$ cat config.mk
export PLATFORM = sky130hd
export DESIGN_NAME = dec_bcd_encoder
export DESIGN_NICKNAME = d
export VERILOG_FILES = /design/src/rtl/dbe_pkg.sv /design/src/rtl/dbe_scan.sv /design/src/rtl/dbe_pack.sv /design/src/rtl/dbe_out_stage.sv /design/src/rtl/dec_bcd_encoder.sv
export SDC_FILE = /design/constraint.sdc
export NUM_CORES = 1
export LEC_CHECK = 0
export BUFFER_PORTS_ARGS = -buffer_cell sky130_fd_sc_hd__buf_2
export CAP_MARGIN = 20
export CORE_AREA = 4 4 41 43
export DETAILED_ROUTE_END_ITERATION = 7
export DIE_AREA = 0 0 45 47
export HOLD_SLACK_MARGIN = 0.12
export PLACE_DENSITY_LB_ADDON = 0.08
export SLEW_MARGIN = 20
export SYNTH_ARGS = -nofsm -noshare
export SYNTH_HDL_FRONTEND = slang
export SYNTH_SLANG_ARGS = --single-unit
$ cat constraint.sdc
create_clock -name clk -period 1 [get_ports clk]
set_clock_uncertainty 0.05 [all_clocks]
set_input_delay 0.15 -clock clk [delete_from_list [all_inputs] [get_ports clk]]
set_output_delay 0.15 -clock clk [all_outputs]
set_load 0.1 [all_outputs]
$ cat src/rtl/dbe_pkg.sv
package dbe_pkg;

  localparam int unsigned DEF_LINES = 9;

  // Width needed to carry the values 0..n.
  function automatic int unsigned code_width(input int unsigned n);
    return $clog2(n + 1);
  endfunction

endpackage

$ cat src/rtl/dbe_scan.sv
module dbe_scan #(
  parameter int unsigned NUM_LINES = dbe_pkg::DEF_LINES,
  parameter int unsigned IDX_W     = dbe_pkg::code_width(NUM_LINES)
) (
  input  logic [NUM_LINES-1:0] req_n,
  output logic [IDX_W-1:0]     top_idx,
  output logic                 hit
);

  // Ascending scan: the last asserted line seen wins, giving highest priority.
  always_comb begin
    top_idx = '0;
    hit     = 1'b0;
    for (int i = 0; i < NUM_LINES; i++) begin
      if (!req_n[i]) begin
        top_idx = IDX_W'(i + 1);
        hit     = 1'b1;
      end
    end
  end

  // The reported line must itself be asserted.
  always_comb begin
    if (hit) begin
      assert_hit_line_R1: assert (!req_n[top_idx - 1'b1]);
    end
  end

  // No line above the reported one may be asserted.
  always_comb begin
    for (int j = 0; j < NUM_LINES; j++) begin
      if (IDX_W'(j) >= top_idx) begin
        assert_above_clear_R5: assert (req_n[j]);
      end
    end
  end

endmodule

$ cat src/rtl/dbe_pack.sv
module dbe_pack #(
  parameter int unsigned IDX_W = 4
) (
  input  logic [IDX_W-1:0] idx,
  output logic [IDX_W-1:0] code_n
);

  // Active-low result: the inverse of the binary digit.
  assign code_n = ~idx;

endmodule

$ cat src/rtl/dbe_out_stage.sv
module dbe_out_stage #(
  parameter int unsigned W       = 4,
  parameter bit          REG_OUT = 1'b1
) (
  input  logic         clk,
  input  logic         rst,
  input  logic [W-1:0] d,
  output logic [W-1:0] q
);

  generate
    if (REG_OUT) begin : g_reg
      always_ff @(posedge clk) begin
        if (rst) q <= '1;
        else     q <= d;
      end
    end else begin : g_comb
      logic unused_clk_rst;
      assign unused_clk_rst = clk ^ rst;
      assign q = d;
    end
  endgenerate

endmodule

$ cat src/rtl/dec_bcd_encoder.sv
module dec_bcd_encoder #(
  parameter int unsigned NUM_LINES = dbe_pkg::DEF_LINES,
  parameter bit          REG_OUT   = 1'b1
) (
  input  logic                                         clk,
  input  logic                                         rst,
  input  logic [NUM_LINES-1:0]                         req_n,
  output logic [dbe_pkg::code_width(NUM_LINES)-1:0]    code_n
);

  localparam int unsigned CODE_W = dbe_pkg::code_width(NUM_LINES);
  localparam logic [CODE_W-1:0] TOP_CODE_N  = ~CODE_W'(NUM_LINES);
  localparam logic [CODE_W-1:0] ONE_CODE_N  = ~CODE_W'(1);
  localparam logic [CODE_W-1:0] ZERO_CODE_N = '1;

  logic [CODE_W-1:0] top_idx;
  logic              hit;
  logic [CODE_W-1:0] code_next_n;

  dbe_scan #(
    .NUM_LINES (NUM_LINES),
    .IDX_W     (CODE_W)
  ) scan_i (
    .req_n   (req_n),
    .top_idx (top_idx),
    .hit     (hit)
  );

  dbe_pack #(
    .IDX_W (CODE_W)
  ) pack_i (
    .idx    (top_idx),
    .code_n (code_next_n)
  );

  dbe_out_stage #(
    .W       (CODE_W),
    .REG_OUT (REG_OUT)
  ) out_i (
    .clk (clk),
    .rst (rst),
    .d   (code_next_n),
    .q   (code_n)
  );

  // With no line asserted, the scanner reports index 0.
  always_comb begin
    if (&req_n) begin
      assert_idle_scan_R2: assert (!hit && top_idx == '0);
    end
  end

  generate
    if (REG_OUT) begin : g_reg_chk
      assert_all_idle_R2: assert property (@(posedge clk) disable iff (rst)
        (&req_n) |=> (code_n == ZERO_CODE_N));

      assert_top_line_R3: assert property (@(posedge clk) disable iff (rst)
        (!req_n[NUM_LINES-1]) |=> (code_n == TOP_CODE_N));

      assert_bottom_only_R4: assert property (@(posedge clk) disable iff (rst)
        ((&req_n[NUM_LINES-1:1]) && !req_n[0]) |=> (code_n == ONE_CODE_N));

      assert_hold_R7: assert property (@(posedge clk) disable iff (rst)
        $stable(req_n) |=> $stable(code_n));
    end
  endgenerate

endmodule

Word-level counts from Yosys, hierarchy flattened:

Cells that the tools add are included.

* bitwise gates (word level): 1
* mux-type cells: 9

Operators by type and width (number)
* $mux 3: 4
* $mux 4: 2
* $mux 2: 2
* $not 4->4: 1
* $mux 1: 1

* output and inout port bits: 4
* bits in registers: 4
* logic and storage cells: 11
* bits of input ports: 11

Logic depth before layout (Yosys ltp):

* word-level depth: 10
* mapped depth: 3
* mapped depth without buffers: 3

Cells and area by module:

A second synthesis with hierarchy kept.

* cells, all modules: 26
* area total of the unflattened synthesis: 200.2 um^2

Modules (own cells, without submodules)
* dbe_out_stage: instances 1, seq. area each 80.1 um^2, area each 105.1 um^2, cells each 8
* dbe_scan: instances 1, seq. area each 0.0 um^2, area each 80.1 um^2, cells each 14
* dbe_pack: instances 1, seq. area each 0.0 um^2, area each 15.0 um^2, cells each 4

Least setup slack after synthesis:

OpenSTA, ideal clock, no wires.

* path type: register to output
* start: reg out_i.q[0]
* end: out code_n[0] (netlist bit)
* required time: 0.800 ns
* path buffers: 0
* data arrival time: 0.909 ns
* stages on the path, launching flop included: 1
* setup slack: -0.109 ns
* cell sequence: dfxtp_1

RTL lines
* start, declared: RTL line dbe_out_stage.sv:8 `output logic [W-1:0] q`
* start signal, assigned: RTL line dbe_out_stage.sv:14 `if (rst) q <= '1;`
* start signal, assigned: RTL line dbe_out_stage.sv:15 `else q <= d;`
* end, declared: RTL line dec_bcd_encoder.sv:8 `output logic [dbe_pkg::code_width(NUM_LINES)-1:0] code_n`

No word-level cell between the ends.

Worst setup path in the final report:

* start: reg out_i.q[3]
* end: out code_n[3] (netlist bit)

No word-level cell between the ends.

==> impl_metrics.json <==
{
  "grt_pass1_vias": 180,
  "use_met2_pct": 5.367,
  "p_seq_share_pct": 34.6,
  "place_area_um2": 309.0,
  "antenna_cells": 0,
  "setup_viol_count_final": 0,
  "gr-usage-all-layers_pct": 4.265,
  "vias": 180,
  "peakVddDrop_uv": 281.1,
  "clock-sinks": 4,
  "drt_iter0_markers": 0,
  "ys_ff_latch": 4,
  "switching_share_pct": 29.11,
  "gp_congestion": 0.7148,
  "grtUsageMet3_pct": 2.299,
  "avgViaCountPerCell": 3.529,
  "nets": 49,
  "crit_path_start": "out_i.q[3]",
  "port_buffers": 14,
  "maxCapViolCount": 0,
  "slew_violations": 0,
  "drt-total-wl_um": 399,
  "end_kind": "primary output",
  "grt_pass1_wl_um": 558,
  "yosys.area_share.simple_pct": 24.19,
  "cp.required_ns": 0.80,
  "holdBufCountCts": 1,
  "drtAntennaViolNets": 0,
  "final_area_um2": 341.6,
  "cp-endpoint": "code_n[3]",
  "dieArea_um2": 2115,
  "power.density_nw_per_um2": 1510,
  "synth_largest_area_cell": "dfxtp_1",
  "hold_path_class": "input port to flop",
  "synth-warning-count": 0,
  "synth_fp_nets": 29,
  "synth_edf_count": 0,
  "cp_cell_sequence": "buf_12",
  "dr.pass1.iters": 1,
  "top_register": "out_i.q",
  "crit_arrival_ns": 0.73,
  "worstSetupPathType": "flop to primary output",
  "syn_area_per_cell_um2": 8.619,
  "pin_count": 15,
  "period_share_pct": 92.57,
  "clkPwrFrac_pct": 36.8,
  "slowest_stage": "dfxtp_2",
  "post-route-util_pct": 26.25,
  "p_leak_uw": 0.0001586,
  "core_region_area_um2": 1301,
  "status": "completed",
  "synth_flop_cell": "dfxtp_1",
  "cp_num_cells": 1,
  "area_growth_pct": 120.2,
  "antenna_found_initial": 0,
  "clock.fmax_mhz": 1080,
  "finalCriticalPeriod_ns": 0.9257,
  "grt_overflow": 0,
  "critPathLaunchType": "flop",
  "avgRoutedWirePerCell_um": 7.824,
  "p_sw_uw": 150.2,
  "syn_area_um2": 155.1,
  "synthTopCellsByArea": "dfxtp_1 (52%), nand2_1 (9.7%), nor2b_1 (8.1%), a311o_1 (6.5%), o21ai_0 (6.5%)",
  "drc_errors": 0,
  "async_reset_ff_share_pct": 0,
  "htreeDepth": 1,
  "cts-root-buf": "clkbuf_4",
  "start_util_pct": 11.92,
  "cts_max_path_buffers": 2,
  "gr-usage-met1_pct": 3.864,
  "postSynthCellCount": 18,
  "yosysSeqAreaShare_pct": 51.61,
  "worst_pin_slew_ns": 0.1707,
  "cts_tree": "done",
  "largest_reg_flops": 4,
  "cp_max_fo": 1,
  "max_slew_margin_pct": 88.62,
  "synthTopCellsByCount": "dfxtp_1 (4), nand2_1 (4), nor2b_1 (2), o21ai_0 (2)",
  "synth_top_area_share_pct": 51.61,
  "grt_max_degree": 4,
  "fp-row-count": 13,
  "netlist-cell-type-count": 10,
  "die_x_um": 45,
  "path_buf_inv": 1,
  "grt_setup_unrepaired": "false",
  "cp_top_family": "flip-flops",
  "grt_busiest_layer": "met4",
  "synth_top_family_by_area": "simple AND/OR/NAND/NOR gates",
  "drive_gt1_share_pct": 58.33,
  "synth-adder-area-share_pct": 0,
  "numCtsBuffers": 3,
  "comb_power_share_pct": 28.6,
  "slowest_delay_ns": 0.33,
  "synth_compound_area_share_pct": 21.77,
  "clk_pin_slew_ns": 0.03,
  "hold_violations": 0,
  "synth-xor-area-share_pct": 0,
  "fp.dieH_um": 47,
  "synth.mux.area_fraction_pct": 0,
  "cell_internal_pwr_uw": 365.7,
  "top_regs": "out_i.q x4"
}
[power groups by stage]
stage / logic (uW) / clock network [uW] / registers, uW
after detailed placement: 145 / 0 / 181
after CTS: 149 / 203 / 179
after floorplan: 16.7 / 0 / 242
after global placement: 145 / 0 / 181
final: 148 / 190 / 178
after global routing: 155 / 203 / 179
[cells in the final DEF (no fill, tap or decap)]
cell type and instances:
buf_2 10, nand2_1 4, dfxtp_2 4, buf_12 4
clkbuf_4 3, nor2b_1 2, o21ai_0 2, inv_1 1
o221ai_1 1, a311o_1 1, nand2b_1 1, nor2_1 1
a21oi_1 1, dlygate4sd3_1 1
[worst min path at each step]
stage | startpoint | end | slack (ns) | depth (start not counted)
final | rst | out_i.q[0] | 0.10 | 2
after global routing | rst | out_i.q[0] | 0.11 | 2
after floorplan | rst | out_i.q[3] | 0.20 | 1
after detailed placement | rst | out_i.q[3] | 0.33 | 2
after CTS | rst | out_i.q[0] | 0.1 | 2
after global placement | rst | out_i.q[3] | 0.32 | 2
[cells by family after synthesis]
| family | Yosys count |
|---|---|
| buffers and inverters | 1 |
| DFF | 4 |
| AOI/OAI and AO/OA | 5 |
| and+or+nand+nor | 8 |
[through the flow]
| stage | worst slack [ns] | hold slack (ns) | setup TNS, ns | total power [uW] | instances |
|---|---|---|---|---|---|
| floorplan | 0.1242 | 0.2014 | 0 | 258.5 | 18 |
| CTS | 0.05937 | 0.09811 | 0 | 530.3 | 51 |
| global placement | -0.001790 | 0.3225 | -0.001790 | 325.8 | 47 |
| finish | 0.07434 | 0.1026 | 0 | 516.0 | 51 |
| detailed placement | -0.02647 | 0.3267 | -0.02647 | 326.1 | 47 |
| global route | 0.05616 | 0.1122 | 0 | 537.5 | 51 |
[final cells by class]
type                       instances  area (um2)
tap                               15       18.77
inverter                           1       3.754
clock buffer                       3       22.52
multi-input combinational         13       71.32
timing repair buffer              15       140.1
sequential                         4       85.08
fill                             162       959.7
[what timing repair did]
item | 4_1_cts | 5_1_grt
resized for setup | 0 | 0
setup buffers | 0 | 0
setup endpoints to repair | 0 | 0
endpoints found under the hold margin | 4 | 1
[per-layer routing]
layer | vias to the layer above | part of all wire (%)
met5 | - | 0
met4 | 0 | 0
met3 | 0 | 18
met2 | 11 | 44
met1 | 71 | 38
li1 | 98 | -
No activity file was read; power rests on OpenSTA's default activity.
